`src/rtl/rstseq_pkg.sv`:
```
package rstseq_pkg;

    typedef enum logic [1:0] {
        CAUSE_POR = 2'd0,
        CAUSE_PIN = 2'd1,
        CAUSE_WDT = 2'd2
    } rst_cause_e;

endpackage

```
`src/rtl/rstseq_sync.sv`:
```
module rstseq_sync (
    input  logic clk_i,
    input  logic arst_ni,
    output logic stg1_o,
    output logic stg2_o,
    output logic rel_pulse_o
);

    typedef struct packed {
        logic s1;
        logic s2;
    } sync_t;

    sync_t sync_d, sync_q;

    always_comb begin
        sync_d.s1 = 1'b1;
        sync_d.s2 = sync_q.s1;
    end

    always_ff @(posedge clk_i or negedge arst_ni) begin
        if (!arst_ni) begin
            sync_q <= '0;
        end else begin
            sync_q <= sync_d;
        end
    end

    assign stg1_o      = sync_q.s1;
    assign stg2_o      = sync_q.s2;
    assign rel_pulse_o = sync_q.s1 & ~sync_q.s2;

    AST_SYNC_ORDER: assert property (@(posedge clk_i) disable iff (!arst_ni)
        sync_q.s2 |-> sync_q.s1);

endmodule

```
`src/rtl/rstseq_ctrl.sv`:
```
module rstseq_ctrl #(
    parameter int FETCH_DLY = 80
) (
    input  logic clk_i,
    input  logic arst_ni,
    input  logic stg1_i,
    input  logic wdt_acc_i,
    output logic hold_o,
    output logic fetch_o,
    output logic sysrel_o
);

    localparam int CNT_W = $clog2(FETCH_DLY);
    localparam int HIT   = FETCH_DLY - 2;

    typedef struct packed {
        logic             hold;
        logic             fetch;
        logic             sysrel;
        logic [CNT_W-1:0] cnt;
    } ctl_t;

    ctl_t ctl_d, ctl_q;

    always_comb begin
        ctl_d       = ctl_q;
        ctl_d.fetch = 1'b0;
        if (wdt_acc_i) begin
            ctl_d.hold   = 1'b1;
            ctl_d.sysrel = 1'b0;
            ctl_d.cnt    = '0;
        end else begin
            ctl_d.sysrel = stg1_i;
            if (ctl_q.hold && stg1_i) begin
                if (ctl_q.cnt == CNT_W'(HIT)) begin
                    ctl_d.hold  = 1'b0;
                    ctl_d.fetch = 1'b1;
                end else begin
                    ctl_d.cnt = ctl_q.cnt + 1'b1;
                end
            end
        end
    end

    always_ff @(posedge clk_i or negedge arst_ni) begin
        if (!arst_ni) begin
            ctl_q.hold   <= 1'b1;
            ctl_q.fetch  <= 1'b0;
            ctl_q.sysrel <= 1'b0;
            ctl_q.cnt    <= '0;
        end else begin
            ctl_q <= ctl_d;
        end
    end

    assign hold_o   = ctl_q.hold;
    assign fetch_o  = ctl_q.fetch;
    assign sysrel_o = ctl_q.sysrel;

    AST_FETCH_SINGLE: assert property (@(posedge clk_i) disable iff (!arst_ni)
        ctl_q.fetch |=> !ctl_q.fetch);
    AST_CORE_REL_WITH_FETCH: assert property (@(posedge clk_i) disable iff (!arst_ni)
        $fell(ctl_q.hold) |-> ctl_q.fetch);
    AST_CNT_BOUND: assert property (@(posedge clk_i) disable iff (!arst_ni)
        ctl_q.cnt <= CNT_W'(HIT));
    AST_WDT_RESTARTS: assert property (@(posedge clk_i) disable iff (!arst_ni)
        wdt_acc_i |=> (ctl_q.hold && !ctl_q.sysrel));

endmodule

```
`src/rtl/rstseq_modes.sv`:
```
module rstseq_modes
    import rstseq_pkg::*;
#(
    parameter int TRI_WIN = 10
) (
    input  logic       clk_i,
    input  logic       por_ni,
    input  logic       smp_en_i,
    input  logic       latch_i,
    input  logic       wdt_acc_i,
    input  logic       strap_tri_ni,
    input  logic       strap_boot_i,
    output logic       tri_o,
    output logic       boot_o,
    output rst_cause_e cause_o
);

    localparam int RUN_W = $clog2(TRI_WIN + 1);

    typedef struct packed {
        logic [RUN_W-1:0] run;
        logic             boot_smp;
        logic             tri_m;
        logic             boot_m;
        rst_cause_e       cause;
    } mode_t;

    mode_t md_d, md_q;

    always_comb begin
        md_d = md_q;
        if (smp_en_i) begin
            if (strap_tri_ni) begin
                md_d.run = '0;
            end else if (md_q.run != RUN_W'(TRI_WIN)) begin
                md_d.run = md_q.run + 1'b1;
            end
            md_d.boot_smp = strap_boot_i;
        end
        if (latch_i) begin
            md_d.tri_m  = (md_q.run == RUN_W'(TRI_WIN));
            md_d.boot_m = md_q.boot_smp;
            md_d.cause  = CAUSE_PIN;
            md_d.run    = '0;
        end else if (wdt_acc_i) begin
            md_d.cause = CAUSE_WDT;
        end
    end

    always_ff @(posedge clk_i or negedge por_ni) begin
        if (!por_ni) begin
            md_q.run      <= '0;
            md_q.boot_smp <= 1'b0;
            md_q.tri_m    <= 1'b0;
            md_q.boot_m   <= 1'b0;
            md_q.cause    <= CAUSE_POR;
        end else begin
            md_q <= md_d;
        end
    end

    assign tri_o   = md_q.tri_m;
    assign boot_o  = md_q.boot_m;
    assign cause_o = md_q.cause;

    AST_MODES_HOLD_ON_WDT: assert property (@(posedge clk_i) disable iff (!por_ni)
        wdt_acc_i |=> ($stable(md_q.tri_m) && $stable(md_q.boot_m)));
    AST_TRI_NEEDS_FULL_RUN: assert property (@(posedge clk_i) disable iff (!por_ni)
        (latch_i && (md_q.run != RUN_W'(TRI_WIN))) |=> !md_q.tri_m);
    AST_CAUSE_PIN_ON_LATCH: assert property (@(posedge clk_i) disable iff (!por_ni)
        latch_i |=> (md_q.cause == CAUSE_PIN));

endmodule

```
`src/rtl/rstseq_top.sv`:
```
module rstseq_top
    import rstseq_pkg::*;
#(
    parameter int FETCH_DLY = 80,
    parameter int TRI_WIN   = 10,
    parameter int NIO       = 32
) (
    input  logic           clk_i,
    input  logic           por_ni,
    input  logic           ext_rst_ni,
    input  logic           wdt_req_i,
    input  logic           strap_tri_ni,
    input  logic           strap_boot_i,
    input  logic           io_dir_we_i,
    input  logic [NIO-1:0] io_dir_wd_i,
    output logic           sys_rst_no,
    output logic           core_rst_no,
    output logic           fetch_start_o,
    output logic           clk_out_o,
    output logic           oe_kill_o,
    output logic           tri_mode_o,
    output logic           boot_mode_o,
    output logic [1:0]     rst_cause_o,
    output logic [NIO-1:0] io_dir_o
);

    typedef struct packed {
        logic [NIO-1:0] dir;
    } top_t;

    logic       pin_rst_n;
    logic       stg1, stg2, rel_pulse;
    logic       wdt_acc;
    logic       hold, fetch, sysrel;
    logic       tri_m, boot_m;
    rst_cause_e cause;
    logic       gate_q;
    top_t       top_d, top_q;

    assign pin_rst_n = ext_rst_ni & por_ni;
    assign wdt_acc   = wdt_req_i & stg2;

    rstseq_sync u_sync (
        .clk_i       (clk_i),
        .arst_ni     (pin_rst_n),
        .stg1_o      (stg1),
        .stg2_o      (stg2),
        .rel_pulse_o (rel_pulse)
    );

    rstseq_ctrl #(.FETCH_DLY(FETCH_DLY)) u_ctrl (
        .clk_i     (clk_i),
        .arst_ni   (pin_rst_n),
        .stg1_i    (stg1),
        .wdt_acc_i (wdt_acc),
        .hold_o    (hold),
        .fetch_o   (fetch),
        .sysrel_o  (sysrel)
    );

    rstseq_modes #(.TRI_WIN(TRI_WIN)) u_modes (
        .clk_i        (clk_i),
        .por_ni       (por_ni),
        .smp_en_i     (~stg1),
        .latch_i      (rel_pulse),
        .wdt_acc_i    (wdt_acc),
        .strap_tri_ni (strap_tri_ni),
        .strap_boot_i (strap_boot_i),
        .tri_o        (tri_m),
        .boot_o       (boot_m),
        .cause_o      (cause)
    );

    always_comb begin
        top_d = top_q;
        if (!sysrel) begin
            top_d.dir = '0;
        end else if (io_dir_we_i) begin
            top_d.dir = io_dir_wd_i;
        end
    end

    always_ff @(posedge clk_i or negedge pin_rst_n) begin
        if (!pin_rst_n) begin
            top_q <= '0;
        end else begin
            top_q <= top_d;
        end
    end

    always_ff @(negedge clk_i or negedge pin_rst_n) begin
        if (!pin_rst_n) begin
            gate_q <= 1'b0;
        end else begin
            gate_q <= stg2;
        end
    end

    assign clk_out_o     = clk_i & gate_q;
    assign sys_rst_no    = sysrel;
    assign core_rst_no   = ~hold;
    assign fetch_start_o = fetch;
    assign oe_kill_o     = tri_m;
    assign tri_mode_o    = tri_m;
    assign boot_mode_o   = boot_m;
    assign rst_cause_o   = cause;
    assign io_dir_o      = top_q.dir;

    AST_GATE_OFF_IN_PIN_RST: assert property (@(posedge clk_i) disable iff (!por_ni)
        !ext_rst_ni |-> !gate_q);
    AST_IODIR_CLEARED: assert property (@(posedge clk_i) disable iff (!pin_rst_n)
        !sysrel |=> (top_q.dir == '0));
    AST_WDT_IGNORED_EARLY: assert property (@(posedge clk_i) disable iff (!pin_rst_n)
        (wdt_req_i && !stg2 && !stg1) |=> !sysrel);

endmodule

```
`config.mk`:
```
export PLATFORM = sky130hd
export DESIGN_NAME = rstseq_top
export DESIGN_NICKNAME = d
export VERILOG_FILES = /design/src/rtl/rstseq_pkg.sv /design/src/rtl/rstseq_sync.sv /design/src/rtl/rstseq_ctrl.sv /design/src/rtl/rstseq_modes.sv /design/src/rtl/rstseq_top.sv
export SDC_FILE = /design/constraint.sdc
export NUM_CORES = 1
export LEC_CHECK = 0
export CAP_MARGIN = 20
export CORE_MARGIN = 3
export CORE_UTILIZATION = 55
export CTS_CLUSTER_DIAMETER = 150
export DETAILED_ROUTE_END_ITERATION = 8
export DONT_BUFFER_PORTS = 1
export PLACE_DENSITY = 0.79
export SETUP_SLACK_MARGIN = 0.4
export SYNTH_ARGS = -nofsm -noshare
export SYNTH_HDL_FRONTEND = slang
export SYNTH_SLANG_ARGS = --single-unit
```
`constraint.sdc`:
```
create_clock -name clk_i -period 2.4 [get_ports clk_i]
set_input_delay 0.48 -clock clk_i [delete_from_list [all_inputs] [get_ports clk_i]]
set_output_delay 0.48 -clock clk_i [all_outputs]
set_load 0.02 [all_outputs]
```
==> flow_summary.html, run 1 <==
<table>
<tr><th>Metric</th><th>Value</th></tr>
<tr><th colspan="2">Status</th></tr>
<tr><td>Result of the run</td><td>complete, but fails checks</td></tr>
<tr><td>Failing checks</td><td>negative setup slack</td></tr>
<tr><th colspan="2">Place</th></tr>
<tr><td>Routability congestion estimate from global placement</td><td>0.7931</td></tr>
<tr><td>Setup Slack @ Placement</td><td>0.1868 ns</td></tr>
<tr><td>Number of buffer cells added on primary ports</td><td>0</td></tr>
<tr><td>Placed Cells</td><td>246</td></tr>
<tr><td>Detailed-placement wirelength estimate</td><td>3419 um</td></tr>
<tr><td>Placed Area</td><td>2467 um^2</td></tr>
<tr><th colspan="2">Drt</th></tr>
<tr><td>Uppermost routed layer</td><td>met4</td></tr>
<tr><td>Number of remaining DRC errors</td><td>0</td></tr>
<tr><td>Routed len/inst</td><td>18.42 um</td></tr>
<tr><td>Detailed Routing Iterations Pass 1</td><td>4</td></tr>
<tr><td>Total number of vias</td><td>1511</td></tr>
<tr><td>Wire length reported by the detailed router</td><td>4753 um</td></tr>
<tr><td>Vias per inst</td><td>5.857</td></tr>
<tr><td>Amount of wire on met2 after detailed routing</td><td>2497 um</td></tr>
<tr><td>Number of DRC markers in iteration 0</td><td>79</td></tr>
<tr><td>Detailed-routing wirelength on met1</td><td>1889 um</td></tr>
<tr><td>Wire length on met3</td><td>307 um</td></tr>
<tr><td>Number of nets with antenna violations after detailed routing</td><td>0</td></tr>
<tr><th colspan="2">Cells and area</th></tr>
<tr><td>Post-layout instance count excluding filler cells</td><td>258</td></tr>
<tr><td>Total number of nets in the final design</td><td>250</td></tr>
<tr><td>Final-layout fill cell count</td><td>323</td></tr>
<tr><td>ANT cells</td><td>0</td></tr>
<tr><td>Share of post-route cells with drive strength above 1</td><td>0.09615</td></tr>
<tr><td>P&amp;R area growth vs syn</td><td>6.660%</td></tr>
<tr><td>Post-route cell area</td><td>2625 um^2</td></tr>
<tr><th colspan="2">Clock tree</th></tr>
<tr><td>Clock transition time at the flip-flop clock pins of the worst setup and hold paths</td><td>0.09 ns</td></tr>
<tr><td>Post-CTS setup buffers</td><td>0</td></tr>
<tr><td>TritonCTS clock tree</td><td>built</td></tr>
<tr><td>Post-cts repair resize count</td><td>0</td></tr>
<tr><td>Clock network latency to the later pin of the worst-skew pair</td><td>0.42 ns</td></tr>
<tr><th colspan="2">Critical path</th></tr>
<tr><td>Critical-path top delay cell</td><td>dfrtn_1</td></tr>
<tr><td>Critical Path AT</td><td>2.18 ns</td></tr>
<tr><td>Worst setup path class</td><td>flip-flop to output port</td></tr>
<tr><td>Crit-path max cell delay</td><td>0.39 ns</td></tr>
<tr><td>Crit-path max FO</td><td>1</td></tr>
<tr><td>Kind of end point of the critical path</td><td>output port</td></tr>
<tr><td>Family with the most delay on the worst path</td><td>flip-flops</td></tr>
<tr><td>Buf+Inv Stages, Crit Path</td><td>0</td></tr>
<tr><td>Worst EP required</td><td>1.92 ns</td></tr>
<tr><td>Cell-by-cell trace of the critical path</td><td>and2_4</td></tr>
<tr><td>Startpoint type of the worst setup path</td><td>flip-flop</td></tr>
<tr><th colspan="2">Timing</th></tr>
<tr><td>Worst slew margin relative to its limit</td><td>0.5090</td></tr>
<tr><td>Count of final hold-check violations</td><td>0</td></tr>
<tr><td>Fin Clk Skew</td><td>0.02268 ns</td></tr>
<tr><td>Worst-Margin Slew</td><td>0.7364 ns</td></tr>
<tr><td>Finish-stage setup viols</td><td>2</td></tr>
<tr><td>RSZ-0062 raised after global routing</td><td>yes</td></tr>
<tr><td>Final setup margin</td><td>-0.2608 ns</td></tr>
<tr><td>Fin. max-slew vios</td><td>0</td></tr>
<tr><td>Fin Setup TNS</td><td>-0.2608 ns</td></tr>
<tr><th colspan="2">Logic synthesis</th></tr>
<tr><td>Top post-synthesis cells by area</td><td>dfrtp_1 (53%), mux2i_1 (14%), nor2b_1 (8.1%)</td></tr>
<tr><td>Asr flop ratio synth</td><td>1.000</td></tr>
<tr><td>Sequential cell area fraction in the yosys report</td><td>0.5496</td></tr>
<tr><td>Yosys cell types</td><td>40</td></tr>
<tr><td>Number of synthesized register bits</td><td>54</td></tr>
<tr><td>Mapped Nets</td><td>252</td></tr>
<tr><td>Compound-gate portion of the synthesized area</td><td>0.06050</td></tr>
<tr><td>Count of flip-flops with a built-in enable after synthesis</td><td>0</td></tr>
<tr><td>Ys flop type</td><td>dfrtp_1</td></tr>
<tr><td>Synthesized-area fraction occupied by adder cells</td><td>0.02034</td></tr>
<tr><td>Post-synthesis xor/xnor area fraction</td><td>0.003559</td></tr>
<tr><td>Synthesized-area fraction occupied by and/or/nand/nor cells</td><td>0.1561</td></tr>
<tr><td>Average cell area after synthesis</td><td>11.78 um^2</td></tr>
<tr><td>Area leader, netlist</td><td>dfrtp_1</td></tr>
<tr><td>Mux contribution to synthesized area</td><td>0.1607</td></tr>
<tr><td>Syn. warnings</td><td>0</td></tr>
<tr><td>Synthesized instance count</td><td>209</td></tr>
<tr><td>Post-synth design cell area</td><td>2461 um^2</td></tr>
<tr><td>Top cell type's share of synthesized area</td><td>0.5287</td></tr>
<tr><td>Dominant combinational cell family by area after synthesis</td><td>multiplexers</td></tr>
<tr><th colspan="2">GRT</th></tr>
<tr><td>Largest net degree at the start of global routing</td><td>45</td></tr>
<tr><td>Global-route usage over all layers</td><td>0.1918</td></tr>
<tr><td>Wire length of the first global-routing pass</td><td>7672 um</td></tr>
<tr><td>Overall overflow remaining after global route</td><td>0</td></tr>
<tr><td>Number of global-route vias before repair</td><td>1564</td></tr>
<tr><td>Antenna violations before repair</td><td>0</td></tr>
<tr><th colspan="2">Floorplanning</th></tr>
<tr><td>Standard-cell row count</td><td>23</td></tr>
<tr><td>Core area</td><td>4144 um^2</td></tr>
<tr><td>Number of placed I/O pins</td><td>80</td></tr>
<tr><td>Overall die width</td><td>72.90 um</td></tr>
<tr><td>Die area</td><td>5314 um^2</td></tr>
<tr><td>Starting utilization of the core area</td><td>0.5939</td></tr>
<tr><td>Height of the chip</td><td>72.90 um</td></tr>
<tr><th colspan="2">Run</th></tr>
<tr><td>Max-Cap Viols</td><td>0</td></tr>
<tr><th colspan="2">Power</th></tr>
<tr><td>Cell leakage power</td><td>1.248 nW</td></tr>
<tr><td>Power per Cell Area</td><td>747.7 nW/um^2</td></tr>
<tr><td>Max VDD drop</td><td>0.4980 mV</td></tr>
<tr><th colspan="2">Min path</th></tr>
<tr><td>Worst hold path type</td><td>primary input to flip-flop</td></tr>
</table>
[layout make-up]
type                    instances  area (um^2)  share of cell area
clock buffers                  10        117.6             0.04480
inverters                       9        33.78             0.01287
well taps                      50        62.56             0.02383
clock inverters                 1        30.03             0.01144
repair buffers                  4        32.53             0.01239
multi-input cells             130        996.0              0.3794
flip-flops and latches         54         1353              0.5153
[cells in the final DEF, fill, tap and decap left out, drive strengths merged, types with 2 or more instances in the layout]
| cell | n |
|---|---|
| ha | 4 |
| a21oi | 4 |
| dfrtp | 52 |
| o31ai | 2 |
| a31oi | 3 |
| clkbuf | 10 |
| inv | 9 |
| nand2 | 12 |
| or4 | 4 |
| nand4 | 2 |
| buf | 3 |
| mux2i | 35 |
| o21ai | 3 |
| nand3 | 2 |
| a32o | 3 |
| nor2 | 2 |
| and2 | 4 |
| nor2b | 32 |
| mux2 | 4 |
[power breakdown]
part | internal (W) | switching [W]
Sequential | 0.000962 | 0.000107
Combinational | 0.0000776 | 0.0000741
Clock | 0.000430 | 0.000312
[kinds of logic after synthesis]
| logic type | count (synthesis) |
|---|---|
| flip-flops | 54 |
| AND/OR/NAND/NOR | 64 |
| adder cells (fa/ha/maj) | 4 |
| AO/OA/AOI/OAI | 21 |
| multiplexers | 39 |
| buffers and inverters | 25 |
| XOR/XNOR | 1 |
| other | 1 |
[timing repair]
action                     CTS  global route
hold endpoints to repair     9             0
hold buffers                 1             0
setup endpoints to repair    2             2
[state kept, by name, summed over array words and instances, names as in the netlist]
register	flops
gate_q	1
io_dir_o	32
u_ctrl.ctl_q	7
u_ctrl.fetch_o	1
u_ctrl.hold_o	1
u_ctrl.sysrel_o	1
u_modes.boot_o	1
u_modes.cause_o	2
u_modes.md_q	5
u_modes.tri_o	1
u_sync.stg1_o	1
u_sync.stg2_o	1
[layer usage]
metal	vias to the layer above	global-route usage
met5	-	0
met4	0	0.07992
met3	7	0.05647
met2	51	0.3236
met1	743	0.2284
li1	710	-
[metrics by stage]
step	hold WS [ns]	total power, W	utilization
finish	0.1671	0.001963	0.6335
global route	0.1639	0.002065	0.6335
CTS	0.1638	0.001987	0.6335
detailed placement	0.1846	0.001263	0.5954
global placement	0.1847	0.001245	0.5954
floorplan	0.1844	0.001241	-
[worst paths after layout]
path                                       from                  to  slack, ns  cells after the start
worst min-delay path                  wdt_req_i  u_modes.cause_o[0]       0.17                      1
worst max-delay path                     gate_q           clk_out_o      -0.26                      1
worst min register to register  u_modes.md_q[4]      u_modes.boot_o       0.51                      1
min in group asynchronous                por_ni         io_dir_o[3]       0.18                      2
worst max register to register    u_sync.stg2_o              gate_q       0.55                      0
max in group asynchronous            ext_rst_ni              gate_q       1.34                      1
[cell usage after synthesis (4+ instances only)]
library cell	number
and2_1	4
clkbuf_1	7
ha_1	4
buf_4	5
nor2b_1	32
nand2_1	11
buf_2	4
or4_1	4
dfrtp_1	52
inv_1	9
a21oi_1	4
mux2i_1	35
No activity file was read; power rests on OpenSTA's default activity.
==> run 2, diff against run 1 <==
--- a/config.mk
+++ b/config.mk
@@ -12,6 +12,7 @@
 export DETAILED_ROUTE_END_ITERATION = 8
 export DONT_BUFFER_PORTS = 1
 export PLACE_DENSITY = 0.79
+export RECOVER_POWER = 25
 export SETUP_SLACK_MARGIN = 0.4
 export SYNTH_ARGS = -nofsm -noshare
 export SYNTH_HDL_FRONTEND = slang
==> flow_summary.html, run 2 (same netlist as run 1, synthesis figures left out) <==
<table>
<tr><th>Metric</th><th>Value</th></tr>
<tr><th colspan="2">Status</th></tr>
<tr><td>Result of the run</td><td>complete, but fails checks</td></tr>
<tr><td>Failing checks</td><td>negative setup slack</td></tr>
<tr><th colspan="2">Critical path</th></tr>
<tr><td>Buf+Inv Stages, Crit Path</td><td>0 (unchanged)</td></tr>
<tr><td>Worst setup path class</td><td>flip-flop to output port</td></tr>
<tr><td>Cell-by-cell trace of the critical path</td><td>and2_4</td></tr>
<tr><td>Family with the most delay on the worst path</td><td>flip-flops</td></tr>
<tr><td>Critical-path top delay cell</td><td>dfrtn_1</td></tr>
<tr><td>Critical Path AT</td><td>2.18 ns (about the same)</td></tr>
<tr><td>Crit-path max FO</td><td>1 (unchanged)</td></tr>
<tr><td>Kind of end point of the critical path</td><td>output port</td></tr>
<tr><td>Startpoint type of the worst setup path</td><td>flip-flop</td></tr>
<tr><td>Worst EP required</td><td>1.92 ns (about the same)</td></tr>
<tr><td>Crit-path max cell delay</td><td>0.39 ns (about the same)</td></tr>
<tr><th colspan="2">Run</th></tr>
<tr><td>Max-Cap Viols</td><td>0 (unchanged)</td></tr>
<tr><th colspan="2">Timing</th></tr>
<tr><td>Fin. max-slew vios</td><td>0 (unchanged)</td></tr>
<tr><td>Final setup margin</td><td>-0.2601 ns (+0.0006080 ns)</td></tr>
<tr><td>Finish-stage setup viols</td><td>2 (unchanged)</td></tr>
<tr><td>RSZ-0062 raised after global routing</td><td>yes</td></tr>
<tr><td>Worst slew margin relative to its limit</td><td>0.2952 (-0.2138)</td></tr>
<tr><td>Minimum hold slack</td><td>0.1671 ns (+0.00001100 ns)</td></tr>
<tr><td>Worst-Margin Slew</td><td>1.057 ns (+0.3208 ns)</td></tr>
<tr><td>Fin Clk Skew</td><td>0.02268 ns (-0.000006200 ns)</td></tr>
<tr><td>Count of final hold-check violations</td><td>0 (unchanged)</td></tr>
<tr><th colspan="2">Cells and area</th></tr>
<tr><td>Flip-flop count of the largest register, all copies and words added</td><td>32 (unchanged)</td></tr>
<tr><td>Share of post-route cells with drive strength above 1</td><td>0.09135 (-0.004808)</td></tr>
<tr><td>Total number of nets in the final design</td><td>250 (unchanged)</td></tr>
<tr><td>P&amp;R area growth vs syn</td><td>6.456%</td></tr>
<tr><td>ANT cells</td><td>0 (unchanged)</td></tr>
<tr><td>Final-layout fill cell count</td><td>323 (unchanged)</td></tr>
<tr><td>Most common cell after layout, fill and taps aside</td><td>dfrtp_1</td></tr>
<tr><td>Most frequent cells in the layout</td><td>dfrtp_1 (52), mux2i_1 (35), nor2b_1 (32)</td></tr>
<tr><th colspan="2">GRT</th></tr>
<tr><td>Number of global-route vias before repair</td><td>1564 (unchanged)</td></tr>
<tr><td>Largest net degree at the start of global routing</td><td>45 (unchanged)</td></tr>
<tr><td>Antenna violations before repair</td><td>0 (unchanged)</td></tr>
<tr><td>Global-route usage over all layers</td><td>0.1918 (unchanged)</td></tr>
<tr><td>Overall overflow remaining after global route</td><td>0 (unchanged)</td></tr>
<tr><td>Wire length of the first global-routing pass</td><td>7672 um (unchanged)</td></tr>
<tr><th colspan="2">Min path</th></tr>
<tr><td>Worst hold path type</td><td>primary input to flip-flop</td></tr>
<tr><th colspan="2">Power</th></tr>
<tr><td>Switching share of power</td><td>0.2515 (about the same)</td></tr>
<tr><td>Portion of total power attributed to the clock network</td><td>0.378 (about the same)</td></tr>
<tr><td>Switching power summed over all nets</td><td>0.0004932 W (about the same)</td></tr>
<tr><td>Max VDD drop</td><td>0.4978 mV (about the same)</td></tr>
<tr><td>Overall power after layout</td><td>0.001961 W (about the same)</td></tr>
<tr><td>Cell internal power dissipation</td><td>0.001468 W (about the same)</td></tr>
<tr><td>Sequential power share</td><td>0.545 (about the same)</td></tr>
<tr><td>Relative contribution of combinational cells to total power</td><td>0.077 (about the same)</td></tr>
<tr><td>Cell leakage power</td><td>1.245 nW (-0.27%)</td></tr>
<tr><td>Power per Cell Area</td><td>748.6 nW/um^2 (+0.12%)</td></tr>
<tr><th colspan="2">Floorplanning</th></tr>
<tr><td>Die area</td><td>5314 um^2 (unchanged)</td></tr>
<tr><td>Standard-cell row count</td><td>23 (unchanged)</td></tr>
<tr><td>Core area</td><td>4144 um^2 (unchanged)</td></tr>
<tr><td>Number of placed I/O pins</td><td>80 (unchanged)</td></tr>
<tr><td>Overall die width</td><td>72.90 um (unchanged)</td></tr>
<tr><td>Height of the chip</td><td>72.90 um (unchanged)</td></tr>
<tr><td>Starting utilization of the core area</td><td>0.5939 (unchanged)</td></tr>
<tr><th colspan="2">Place</th></tr>
<tr><td>Detailed-placement wirelength estimate</td><td>3419 um (unchanged)</td></tr>
<tr><td>Routability congestion estimate from global placement</td><td>0.7931 (unchanged)</td></tr>
<tr><td>Number of buffer cells added on primary ports</td><td>0 (unchanged)</td></tr>
<tr><th colspan="2">Clock tree</th></tr>
<tr><td>Post-CTS setup buffers</td><td>0 (unchanged)</td></tr>
<tr><td>Clock network latency to the later pin of the worst-skew pair</td><td>0.42 ns (about the same)</td></tr>
<tr><td>Clock transition time at the flip-flop clock pins of the worst setup and hold paths</td><td>0.09 ns (about the same)</td></tr>
<tr><td>Post-cts repair resize count</td><td>0 (unchanged)</td></tr>
<tr><td>TritonCTS clock tree</td><td>built</td></tr>
<tr><th colspan="2">Drt</th></tr>
<tr><td>Number of DRC markers in iteration 0</td><td>79 (unchanged)</td></tr>
<tr><td>Number of nets with antenna violations after detailed routing</td><td>0 (unchanged)</td></tr>
<tr><td>Wire length reported by the detailed router</td><td>4750 um (about the same)</td></tr>
<tr><td>Detailed Routing Iterations Pass 1</td><td>4 (unchanged)</td></tr>
<tr><td>Vias per inst</td><td>5.853 (about the same)</td></tr>
<tr><td>Total number of vias</td><td>1510 (-0.066%)</td></tr>
<tr><td>Number of remaining DRC errors</td><td>0 (unchanged)</td></tr>
<tr><td>Routed len/inst</td><td>18.41 um (about the same)</td></tr>
</table>
run 2: cell types whose count changed in the layout (fill, tap and decap cells not counted), sizes merged:
| cell | change |
|---|---|
| buf | -1 |
| clkbuf | +1 |
run 2: per-stage QoR:
stage | instance area [um^2] | instances | utilization | TNS, ns | setup slack (ns)
after CTS | 2625 | 258 | 0.6335 | -0.2711 | -0.2711
after detailed placement | 2467 | 246 | 0.5954 | 0 | 0.1868
final | 2620 | 258 | 0.6322 | -0.2601 | -0.2601
after global placement | 2467 | 246 | 0.5954 | 0 | 0.1918
after floorplan | 2466 | 209 | - | 0 | 0.1980
after global routing | 2620 | 258 | 0.6322 | -0.2937 | -0.2937
run 2: routing by layer:
| metal | global-route usage | vias to the layer above | routed length, um |
|---|---|---|---|
| li1 | - | 709 | - |
| met1 | 0.2284 | 743 | 1886 |
| met2 | 0.3236 | 51 | 2497 |
| met3 | 0.05647 | 7 | 307 |
| met4 | 0.07992 | 0 | 58 |
| met5 | 0 | - | 0 |
run 2: timing repair:
item	4_1_cts	5_1_grt
endpoints found under the setup margin	2	2
endpoints found under the hold margin	9	0
hold buffers	1	0
run 2: final timing paths:
| kind | startpoint | to | slack [ns] | cells after the start |
|---|---|---|---|---|
| max | gate_q | clk_out_o | -0.26 | 1 |
| min | wdt_req_i | u_modes.cause_o[0] | 0.17 | 1 |
| max reg2reg | u_sync.stg2_o | gate_q | 0.55 | 0 |
| min reg2reg | u_modes.md_q[4] | u_modes.boot_o | 0.51 | 1 |
| max in group asynchronous | ext_rst_ni | gate_q | 1.30 | 1 |
| min in group asynchronous | por_ni | u_modes.md_q[7] | 0.42 | 1 |
run 2: power groups by stage:
stage,Clock [W],Combinational [W],Sequential [W]
after floorplan,0.0000264,0.000166,0.00105
after global placement,0.0000264,0.000139,0.00108
after detailed placement,0.0000264,0.000150,0.00109
after CTS,0.000764,0.000154,0.00107
after global routing,0.000813,0.000172,0.00108
final,0.000742,0.000150,0.00107
run 2: area by class of cell:
class	instances	area [um^2]	area share
multi-input combinational	130	993.5	0.3792
timing repair buffer	4	30.03	0.01146
clock inverter	1	30.03	0.01146
clock buffer	10	117.6	0.04489
tap	50	62.56	0.02388
sequential	54	1353	0.5162
inverter	9	33.78	0.01289
==> run 3, diff against run 2 <==
--- a/config.mk
+++ b/config.mk
@@ -7,11 +7,11 @@
 export LEC_CHECK = 0
 export CAP_MARGIN = 20
 export CORE_MARGIN = 3
-export CORE_UTILIZATION = 55
+export CORE_UTILIZATION = 51
 export CTS_CLUSTER_DIAMETER = 150
 export DETAILED_ROUTE_END_ITERATION = 8
 export DONT_BUFFER_PORTS = 1
-export PLACE_DENSITY = 0.79
+export PLACE_DENSITY = 0.75
 export RECOVER_POWER = 25
 export SETUP_SLACK_MARGIN = 0.4
 export SYNTH_ARGS = -nofsm -noshare
==> flow_summary.html, run 3 (same netlist as run 1, synthesis figures left out) <==
<table>
<tr><th>Metric</th><th>Value</th></tr>
<tr><th colspan="2">GRT</th></tr>
<tr><td>Wire length of the first global-routing pass</td><td>6789 um (-12%)</td></tr>
<tr><td>Number of global-route vias before repair</td><td>1578 (+0.90%)</td></tr>
<tr><td>Overall overflow remaining after global route</td><td>0 (unchanged)</td></tr>
<tr><td>Largest net degree at the start of global routing</td><td>45 (unchanged)</td></tr>
<tr><td>Antenna violations before repair</td><td>0 (unchanged)</td></tr>
<tr><td>Global-route usage over all layers</td><td>0.1608 (-0.03102)</td></tr>
<tr><th colspan="2">Power</th></tr>
<tr><td>Cell internal power dissipation</td><td>0.001388 W (-5.4%)</td></tr>
<tr><td>Sequential power share</td><td>0.570 (+0.025)</td></tr>
<tr><td>Switching share of power</td><td>0.2559 (+0.004459)</td></tr>
<tr><td>Max VDD drop</td><td>0.4097 mV (-18%)</td></tr>
<tr><td>Portion of total power attributed to the clock network</td><td>0.349 (-0.029)</td></tr>
<tr><td>Overall power after layout</td><td>0.001866 W (-4.9%)</td></tr>
<tr><td>Cell leakage power</td><td>1.241 nW (-0.34%)</td></tr>
<tr><td>Relative contribution of combinational cells to total power</td><td>0.081 (+0.004)</td></tr>
<tr><td>Power per Cell Area</td><td>715.5 nW/um^2 (-4.4%)</td></tr>
<tr><td>Switching power summed over all nets</td><td>0.0004775 W (-3.2%)</td></tr>
<tr><th colspan="2">Drt</th></tr>
<tr><td>Routed len/inst</td><td>16.95 um (-8.0%)</td></tr>
<tr><td>Number of remaining DRC errors</td><td>0 (unchanged)</td></tr>
<tr><td>Total number of vias</td><td>1525 (+0.99%)</td></tr>
<tr><td>Number of nets with antenna violations after detailed routing</td><td>0 (unchanged)</td></tr>
<tr><td>Number of DRC markers in iteration 0</td><td>44 (-44%)</td></tr>
<tr><td>Wire length reported by the detailed router</td><td>4406 um (-7.2%)</td></tr>
<tr><td>Vias per inst</td><td>5.865 (+0.22%)</td></tr>
<tr><td>Detailed Routing Iterations Pass 1</td><td>4 (unchanged)</td></tr>
<tr><th colspan="2">Timing</th></tr>
<tr><td>Fin Setup TNS</td><td>-0.2533 ns (+0.006856 ns)</td></tr>
<tr><td>Minimum hold slack</td><td>0.1728 ns (+0.005705 ns)</td></tr>
<tr><td>Worst-Margin Slew</td><td>1.046 ns (-0.01150 ns)</td></tr>
<tr><td>Finish-stage setup viols</td><td>2 (unchanged)</td></tr>
<tr><td>Fin. max-slew vios</td><td>0 (unchanged)</td></tr>
<tr><td>Fin Clk Skew</td><td>0.01583 ns (-0.006846 ns)</td></tr>
<tr><td>Final setup margin</td><td>-0.2533 ns (+0.006856 ns)</td></tr>
<tr><td>Count of final hold-check violations</td><td>0 (unchanged)</td></tr>
<tr><td>RSZ-0062 raised after global routing</td><td>yes</td></tr>
<tr><td>Worst slew margin relative to its limit</td><td>0.3029 (+0.007663)</td></tr>
<tr><th colspan="2">Cells and area</th></tr>
<tr><td>Most frequent cells in the layout</td><td>dfrtp_1 (52), mux2i_1 (35), nor2b_1 (32)</td></tr>
<tr><td>Post-route cell area</td><td>2608 um^2 (-0.48%)</td></tr>
<tr><td>Most common cell after layout, fill and taps aside</td><td>dfrtp_1</td></tr>
<tr><td>Post-layout instance count excluding filler cells</td><td>260 (+0.78%)</td></tr>
<tr><td>Share of post-route cells with drive strength above 1</td><td>0.09615 (+0.004808)</td></tr>
<tr><td>ANT cells</td><td>0 (unchanged)</td></tr>
<tr><td>Flip-flop count of the largest register, all copies and words added</td><td>32 (unchanged)</td></tr>
<tr><td>Total number of nets in the final design</td><td>250 (unchanged)</td></tr>
<tr><td>P&amp;R area growth vs syn</td><td>5.948%</td></tr>
<tr><th colspan="2">Critical path</th></tr>
<tr><td>Crit-path max cell delay</td><td>0.39 ns (about the same)</td></tr>
<tr><td>Worst setup path class</td><td>flip-flop to output port</td></tr>
<tr><td>Kind of end point of the critical path</td><td>output port</td></tr>
<tr><td>Startpoint type of the worst setup path</td><td>flip-flop</td></tr>
<tr><td>Critical Path AT</td><td>2.17 ns (about the same)</td></tr>
<tr><td>Crit-path max FO</td><td>1 (unchanged)</td></tr>
<tr><td>Critical-path top delay cell</td><td>dfrtn_1</td></tr>
<tr><td>Worst EP required</td><td>1.92 ns (about the same)</td></tr>
<tr><td>Family with the most delay on the worst path</td><td>flip-flops</td></tr>
<tr><td>Buf+Inv Stages, Crit Path</td><td>0 (unchanged)</td></tr>
<tr><td>Cell-by-cell trace of the critical path</td><td>and2_4</td></tr>
<tr><th colspan="2">Floorplanning</th></tr>
<tr><td>Core area</td><td>4504 um^2 (+8.7%)</td></tr>
<tr><td>Overall die width</td><td>75.47 um (+3.5%)</td></tr>
<tr><td>Number of placed I/O pins</td><td>80 (unchanged)</td></tr>
<tr><td>Height of the chip</td><td>75.47 um (+3.5%)</td></tr>
<tr><td>Standard-cell row count</td><td>24 (+4.3%)</td></tr>
<tr><td>Starting utilization of the core area</td><td>0.5464 (-0.04751)</td></tr>
<tr><td>Die area</td><td>5695 um^2 (+7.2%)</td></tr>
<tr><th colspan="2">Clock tree</th></tr>
<tr><td>Post-cts repair resize count</td><td>0 (unchanged)</td></tr>
<tr><td>TritonCTS clock tree</td><td>built</td></tr>
<tr><td>Clock network latency to the later pin of the worst-skew pair</td><td>0.42 ns (about the same)</td></tr>
<tr><td>Post-CTS setup buffers</td><td>0 (unchanged)</td></tr>
<tr><td>Clock transition time at the flip-flop clock pins of the worst setup and hold paths</td><td>0.09 ns (about the same)</td></tr>
<tr><th colspan="2">Place</th></tr>
<tr><td>Placed Area</td><td>2470 um^2 (+0.10%)</td></tr>
<tr><td>Routability congestion estimate from global placement</td><td>0.8011 (+1.0%)</td></tr>
<tr><td>Detailed-placement wirelength estimate</td><td>3242 um (-5.2%)</td></tr>
<tr><td>Number of buffer cells added on primary ports</td><td>0 (unchanged)</td></tr>
<tr><td>Placed Cells</td><td>248 (+0.81%)</td></tr>
<tr><th colspan="2">Status</th></tr>
<tr><td>Result of the run</td><td>complete, but fails checks</td></tr>
<tr><td>Failing checks</td><td>negative setup slack</td></tr>
<tr><th colspan="2">Run</th></tr>
<tr><td>Max-Cap Viols</td><td>0 (unchanged)</td></tr>
<tr><th colspan="2">Min path</th></tr>
<tr><td>Worst hold path type</td><td>primary input to flip-flop</td></tr>
</table>
-- run 3: timing repair --
item                                    4_1_cts  5_1_grt
hold buffers                                  1        0
cloned                                        0        0
endpoints found under the setup margin        2        2
endpoints found under the hold margin         9        0
-- run 3: power groups by stage --
stage / Clock (W) / Sequential (W) / Combinational, W
final: 0.000652 / 0.00106 / 0.000151
after global routing: 0.000718 / 0.00107 / 0.000172
after detailed placement: 0.0000264 / 0.00108 / 0.000151
after CTS: 0.000676 / 0.00106 / 0.000154
after global placement: 0.0000264 / 0.00108 / 0.000140
after floorplan: 0.0000264 / 0.00105 / 0.000166
-- run 3: worst paths after layout --
| path | cells past startpoint | endpoint | startpoint | slack (ns) |
|---|---|---|---|---|
| min in group asynchronous | 2 | u_ctrl.ctl_q[2] | por_ni | 0.43 |
| worst max-delay path | 1 | clk_out_o | gate_q | -0.25 |
| worst max register to register | 0 | gate_q | u_sync.stg2_o | 0.53 |
| worst min register to register | 1 | u_modes.boot_o | u_modes.md_q[4] | 0.50 |
| max in group asynchronous | 1 | gate_q | ext_rst_ni | 1.30 |
| worst min-delay path | 1 | u_modes.cause_o[0] | wdt_req_i | 0.17 |
-- run 3: routing by layer --
| metal | wire length [um] | track usage | vias up |
|---|---|---|---|
| li1 | - | - | 711 |
| met1 | 1833 | 0.1777 | 739 |
| met2 | 2115 | 0.2665 | 67 |
| met3 | 370 | 0.05937 | 8 |
| met4 | 85 | 0.09126 | 0 |
| met5 | 0 | 0 | - |
-- run 3: area by class of cell --
type | count | area (um^2)
Clock buffer | 10 | 127.6
Tap cell | 52 | 65.06
Inverter | 9 | 33.78
Timing Repair Buffer | 4 | 30.03
Sequential cell | 54 | 1353
Clock inverter | 1 | 5.005
Multi-Input combinational cell | 130 | 993.5
Fill cell | 367 | 1897
-- run 3: stage by stage --
| stage | util | worst slack [ns] |
|---|---|---|
| after floorplan | - | 0.1980 |
| final | 0.5789 | -0.2533 |
| after global placement | 0.5483 | 0.1907 |
| after global routing | 0.5789 | -0.2933 |
| after CTS | 0.5800 | -0.2687 |
| after detailed placement | 0.5483 | 0.1856 |
